File: src/rtl/mixw_pkg.sv
// Package: shared mode encoding and width helper for the mixed-width adder.
// Assumes widths are positive.
package mixw_pkg;

    typedef enum logic {
        MODE_UNSIGNED = 1'b0,
        MODE_SIGNED   = 1'b1
    } mixw_mode_e;

    // Result width: the larger of the two operand widths.
    function automatic int max_width(input int wa, input int wb);
        return (wa > wb) ? wa : wb;
    endfunction

endpackage

File: src/rtl/mixw_extend.sv
// Operand extender: widens an operand of WIN bits to WOUT bits.
// In signed mode the new bits copy the top bit; in unsigned mode they are zero.
// Assumes WOUT >= WIN. When the widths match, the operand passes through unchanged.
module mixw_extend #(
    parameter int WIN  = 4,
    parameter int WOUT = 5
) (
    input  logic [WIN-1:0]  opnd_i,
    input  logic            signed_i,
    output logic [WOUT-1:0] ext_o
);
    localparam int PAD = WOUT - WIN;

    generate
        if (PAD == 0) begin : g_pass
            logic unused_mode;
            // Purpose: same width, no extension needed.
            assign unused_mode = signed_i;
            assign ext_o       = opnd_i;
        end else begin : g_pad
            logic fill;
            // Purpose: choose the fill bit from the mode and the operand sign.
            assign fill  = signed_i & opnd_i[WIN-1];
            assign ext_o = {{PAD{fill}}, opnd_i};
        end
    endgenerate
endmodule

File: src/rtl/mixw_ripple.sv
// Ripple-carry adder of N bits built from one full-adder cell per bit.
// It gives the carry into the top bit and the carry out of it, which the
// flag logic compares. Assumes N >= 1. The carry in is fixed at zero.
module mixw_ripple #(
    parameter int N = 5
) (
    input  logic [N-1:0] x_i,
    input  logic [N-1:0] y_i,
    output logic [N-1:0] s_o,
    output logic         cin_top_o,
    output logic         cout_o
);
    logic [N:0] chain;

    // Purpose: no carry enters the lowest bit.
    assign chain[0] = 1'b0;

    generate
        for (genvar i = 0; i < N; i++) begin : g_bit
            // Purpose: full-adder cell for bit i.
            assign s_o[i]       = x_i[i] ^ y_i[i] ^ chain[i];
            assign chain[i + 1] = (x_i[i] & y_i[i]) | (chain[i] & (x_i[i] ^ y_i[i]));
        end
    endgenerate

    assign cin_top_o = chain[N-1];
    assign cout_o    = chain[N];
endmodule

File: src/rtl/mixw_flags.sv
// Flag logic. It sorts a signed overflow by direction using the two carries
// at the top bit, and it forms the extra top bit of the wide result.
// Assumes the operand sign bits come from the extended operands.
module mixw_flags (
    input  logic signed_i,
    input  logic cin_top_i,
    input  logic cout_i,
    input  logic a_top_i,
    input  logic b_top_i,
    output logic over_o,
    output logic under_o,
    output logic wide_top_o
);
    // Purpose: the carries differ only when the signed sum does not fit;
    // the carry out tells which way it went.
    always_comb begin
        over_o  = signed_i & cin_top_i & ~cout_i;
        under_o = signed_i & ~cin_top_i & cout_i;
    end

    // Purpose: bit W of the add after one more step of sign extension,
    // or the plain carry in unsigned mode.
    always_comb begin
        if (signed_i) wide_top_o = a_top_i ^ b_top_i ^ cout_i;
        else          wide_top_o = cout_i;
    end
endmodule

File: src/rtl/mixw_adder.sv
// Top: mixed-width adder with signed and unsigned modes.
// It widens both operands to W = max(WA, WB), adds them, and reports the
// wrapped sum, the carry, directional overflow flags and an exact W+1 bit sum.
// Purely combinational; assumes WA, WB >= 1.
module mixw_adder #(
    parameter int WA = 5,
    parameter int WB = 4,
    localparam int W = mixw_pkg::max_width(WA, WB)
) (
    input  logic [WA-1:0] a_i,
    input  logic [WB-1:0] b_i,
    input  logic          signed_i,
    output logic [W-1:0]  sum_o,
    output logic          carry_o,
    output logic          over_o,
    output logic          under_o,
    output logic [W:0]    wide_o
);
    logic [W-1:0] a_ext;
    logic [W-1:0] b_ext;
    logic         c_into_top;
    logic         c_out_top;
    logic         wide_top;

    mixw_extend #(.WIN(WA), .WOUT(W)) u_ext_a (
        .opnd_i   (a_i),
        .signed_i (signed_i),
        .ext_o    (a_ext)
    );

    mixw_extend #(.WIN(WB), .WOUT(W)) u_ext_b (
        .opnd_i   (b_i),
        .signed_i (signed_i),
        .ext_o    (b_ext)
    );

    mixw_ripple #(.N(W)) u_add (
        .x_i       (a_ext),
        .y_i       (b_ext),
        .s_o       (sum_o),
        .cin_top_o (c_into_top),
        .cout_o    (c_out_top)
    );

    mixw_flags u_flags (
        .signed_i   (signed_i),
        .cin_top_i  (c_into_top),
        .cout_i     (c_out_top),
        .a_top_i    (a_ext[W-1]),
        .b_top_i    (b_ext[W-1]),
        .over_o     (over_o),
        .under_o    (under_o),
        .wide_top_o (wide_top)
    );

    // Purpose: the raw carry goes out in both modes; the wide sum puts the
    // extra top bit above the wrapped sum.
    assign carry_o = c_out_top;
    assign wide_o  = {wide_top, sum_o};
endmodule

File: config.mk
export PLATFORM = sky130hd
export DESIGN_NAME = mixw_adder
export DESIGN_NICKNAME = d
export VERILOG_FILES = /design/src/rtl/mixw_pkg.sv /design/src/rtl/mixw_extend.sv /design/src/rtl/mixw_ripple.sv /design/src/rtl/mixw_flags.sv /design/src/rtl/mixw_adder.sv
export SDC_FILE = /design/constraint.sdc
export NUM_CORES = 1
export LEC_CHECK = 0
export CAP_MARGIN = 5
export CORE_AREA = 4 4 41 43
export DETAILED_ROUTE_END_ITERATION = 8
export DIE_AREA = 0 0 45 47
export PLACE_DENSITY_LB_ADDON = 0.08
export SLEW_MARGIN = 30
export SYNTH_ARGS = -nofsm -noshare
export SYNTH_HDL_FRONTEND = slang
export SYNTH_SLANG_ARGS = --single-unit
File: constraint.sdc
create_clock -name vclk -period 4.1
set_input_delay 0.82 -clock vclk [all_inputs]
set_output_delay 0.82 -clock vclk [all_outputs]
set_load 0.02 [all_outputs]
# [Word-level counts from Yosys, hierarchy flattened]
# Index checks and enable logic that the tools add are counted.
[totals] reg_bits=0 wordCells=31
[classes] n_mux=1 bitwise_logic=30
[op_table] cell="1-bit AND" count=14
[op_table] cell="1-bit bitwise XOR" count=10
[op_table] cell="1-bit OR" count=4
[op_table] cell="1-bit inverter" count=2
[op_table] cell="1-bit 2-to-1 mux" count=1

# [Logic depth before layout (Yosys ltp)]
# Gate-level depths: netlist of the first run.
[logic_depth] depth_word=11 depth_mapped=10

# [Modules after synthesis]
# A second synthesis of the first run with hierarchy kept.
[unflattened] cells_unflattened=38 area_unflattened_um2=294.0
[by_module_without_submodules] mod="mixw_ripple" seq_area_each_um2=0.0 area_each_um2=130.1 n_inst=1 cells_per_inst=15
[by_module_without_submodules] mod="mixw_adder" seq_area_each_um2=0.0 area_each_um2=45.0 n_inst=1 cells_per_inst=6
[by_module_without_submodules] mod="mixw_extend (u_ext_b)" seq_area_each_um2=0.0 area_each_um2=43.8 n_inst=1 cells_per_inst=6
[by_module_without_submodules] mod="mixw_extend (u_ext_a)" seq_area_each_um2=0.0 area_each_um2=37.5 n_inst=1 cells_per_inst=5
[by_module_without_submodules] mod="mixw_flags" seq_area_each_um2=0.0 area_each_um2=37.5 n_inst=1 cells_per_inst=6

# [Least setup slack after synthesis of the first run]
# OpenSTA, ideal clock, no wires.
[synth_timing] kind="input to output" from="in a_i[0]" to="out wide_o[4]" arrival_ns=2.866 path_slack_ns=0.414 path_buffers=1 stages=10 required_time_ns=3.280 cell_sequence="ha_1 -> inv_1 -> fa_1 -> inv_1 -> fa_1 -> fa_1 -> inv_1 -> fa_1 -> inv_1 -> buf_4"
[synth_between] elab_chain_len=8
[synth_rtl] element="start, declared" line_no="mixw_adder.sv:10" text="input logic [WA-1:0] a_i,"
[synth_rtl] element="1-bit AND (2 in a row)" line_no="mixw_ripple.sv:22" text="assign chain[i + 1] = (x_i[i] & y_i[i]) | (chain[i] & (x_i[i] ^ y_i[i]));"
[synth_rtl] element="1-bit OR" line_no="mixw_ripple.sv:22"
[synth_rtl] element="1-bit AND" line_no="mixw_ripple.sv:22"
[synth_rtl] element="1-bit OR" line_no="mixw_ripple.sv:22"
[synth_rtl] element="1-bit AND" line_no="mixw_ripple.sv:22"
[synth_rtl] element="1-bit OR" line_no="mixw_ripple.sv:22"
[synth_rtl] element="1-bit bitwise XOR" line_no="mixw_ripple.sv:21" text="assign s_o[i] = x_i[i] ^ y_i[i] ^ chain[i];"
[synth_rtl] element="end, declared" line_no="mixw_adder.sv:17" text="output logic [W:0] wide_o"
# No other way between the ends.

# [Final worst setup path of the first run]
[layout_timing] from="in b_i[0]" to="out wide_o[3]"
[layout_between] elab_chain_len=6
[layout_rtl] element="start, declared" line_no="mixw_adder.sv:11" text="input logic [WB-1:0] b_i,"
[layout_rtl] element="1-bit AND (2 in a row)" line_no="mixw_ripple.sv:22"
[layout_rtl] element="1-bit OR" line_no="mixw_ripple.sv:22"
[layout_rtl] element="1-bit AND" line_no="mixw_ripple.sv:22"
[layout_rtl] element="1-bit OR" line_no="mixw_ripple.sv:22"
[layout_rtl] element="1-bit bitwise XOR" line_no="mixw_ripple.sv:21"
# No other way between the ends.

==> run summary, run 1 <==
## Run status
• finished, final reports clean — status

## Layout
• 0.341 — share of final-layout standard cells stronger than drive strength 1
• 0 — final antenna diode count
• 442 um^2 — fin area
• 0 — total of clock buffers placed in the layout
• 0 — number of sequential storage elements
• 62 — number of nets in the layout
• 0.339 — final core occ
• 0 um^2 — Register Area
• 97.2% — post-synthesis to final-layout area growth

## Global route
• 1010 um — wire length of the first global-routing pass
• 0.116 — met2 global-route usage
• 0.0619 — global routing usage summed across all routing layers
• 0.0268 — grt met3 use
• 0 — initial antenna violation count
• 0 — Overflow after GRT
• met2 — highest-utilization routing layer at the global route stage
• 5 — largest net degree at the start of global routing
• 0.0690 — GRT met1 Usage
• 220 — number of global-route vias before repair

## Pwr
• 0.222 nW — total leakage power
• 210 mW/mm^2 — power density normalized to cell area
• 47.9 uV — peak supply drop

## Synth
• 0 — Syn. warnings
• 0 — sequential cell area fraction in the yosys report
• fa_1 (45%), buf_4 (20%), inv_1 (15%) — synth top area cells
• 8.96 um^2 — synthesized area per cell
• 0.447 — area share of the leading cell type in the synthesized netlist
• fa_1 — post-synth top area cell
• 25 — number of instances in the synthesized netlist
• 224 um^2 — synthesized cell area
• 41 — nets in the synthesized netlist
• 8 — post-synthesis cell type count

## Worst setup path
• b_i[0] — crit path from
• fa_2 — most used cell along the critical path
• 3280 ps — worst path required time
• output port — capturing element type of the critical path
• 600 ps — CP max stage delay
• input port — startpoint types
• input port to output port — Crit Path Class
• 2 — worst-path fanout max
• clkdlybuf4s50_1 > ha_2 > inv_2 > fa_2 > inv_2 > fa_2 > fa_2 > clkdlybuf4s50_1 — cell-by-cell trace of the critical path
• 3220 ps — Worst EP arrival
• clkdlybuf4s50_1 — highest-delay cell along the critical path

## STA
• yes — RSZ-0062 raised after global routing
• 4040 ps — post-route minimum period
• 0 — count of final hold-check violations
• 248 MHz — highest achievable clock rate
• 0.848 — Relative slew margins
• 0.985 — share of the clock period used by the worst path after layout
• 0 — Setup-failing EPs final
• 0 ps — accumulated negative setup slack
• 228 ps — actual transition at the worst max-transition pin
• 0 — pins over their slew limit

## Worst hold path
• signed_i — worst hold path startpoint
• input port to output port — min-delay worst type

## Detailed routing
• 0 — DRC violations left
• 580 um — wire length after detailed routing
• 0 — antenna violation net count after detailed routing
• 9.83 um — WL per Instance
• 1 — iteration count of the initial detailed-routing pass
• 0 — DRC violation total after the first TritonRoute iteration
• 211 — total number of vias
• 3.58 — via count normalized by instance count

## Placed design
• 24 — Port Buf Inserts
• 0.662 — gp weighted congestion
• 445 um^2 — Area after DPL
• 549 um — post-DP HPWL

## Die
• 0.00130 mm^2 — area of the core
• 13 — row cnt
• 47 um — vertical die dimension
• 24 — number of primary I/O pins
• 45 um — x dimension of the die
• 0.172 — Initial Utilization
• 0.00212 mm^2 — die area

## Run
• 0 — number of max-cap violations

## Clock tree
• 0 — setup bufs post-CTS
• 0 — post-cts hold buffer count

worst paths after layout:
kind | endpoint | cells after the start | slack (ps)
max | wide_o[3] | 8 | 60
min | wide_o[5] | 3 | 2420
Yosys cell counts (all sizes together):
cell type  count
inv            9
buf            6
fa             5
and3           1
ha             1
mux2i          1
nand2          1
nor3b          1
power breakdown:
group	internal (mW)	leakage (nW)	switching [mW]
Clock	0	0	0
Combinational	0.0451	0.222	0.0476
Sequential	0	0	0
repair_timing:
item,4_1_cts,5_1_grt
setup endpoints to repair,6,7
pin swaps,0,5
gates cloned,0,0
resized for setup,20,11
endpoints found under the hold margin,0,0
kinds of logic (layout without fill, tap and decap cells):
logic type | count (synthesis) | count (layout) | synth area share
mux | 1 | 1 | 0.0447
fa+ha+maj | 6 | 6 | 0.503
simple gates | 3 | 3 | 0.101
buf+inv | 15 | 34 | 0.352
layout make-up:
cell class	instances	area (um^2)
Inverter	9	33.8
Tap cell	15	18.8
Fill cell	150	860
Multi-Input combinational cell	10	160
Timing Repair Buffer	25	229
layer usage:
metal | share of wire | vias to the layer above
met5 | 0 | -
met4 | 0 | 0
met3 | 0.17 | 0
met2 | 0.51 | 15
met1 | 0.32 | 95
li1 | - | 101
metrics by stage:
step | power, mW | setup slack [ps] | hold WS [ps] | std cells
final | 0.0927 | 63.3 | 2420 | 59
after global routing | 0.101 | -19.2 | 2470 | 59
after CTS | 0.0930 | 3.31 | 2430 | 59
after detailed placement | 0.0986 | -421 | 2810 | 59
after global placement | 0.0970 | -370 | 2790 | 59
after floorplan | 0.0594 | 414 | 1810 | 25
worst max-delay path, delay by kind of cell:
family | cells | cell delay, ps
adder cells (fa/ha/maj) | 4 | 1300
buffers and inverters | 4 | 1100
cell usage in the layout (no fill, tap or decap), drive strengths merged:
cell type / count
fa: 5
clkbuf: 1
ha: 1
nand2: 1
mux2i: 1
dlygate4sd2: 1
clkdlybuf4s50: 16
buf: 5
dlymetal6s2s: 2
inv: 9
nor3b: 1
and3: 1
No activity file was read; power rests on OpenSTA's default activity.
==> run 2, diff against run 1 <==
- CAP_MARGIN: 5 -> default
==> results of run 2 <==
Final layout, timing and power as in run 1 (identical DEF).
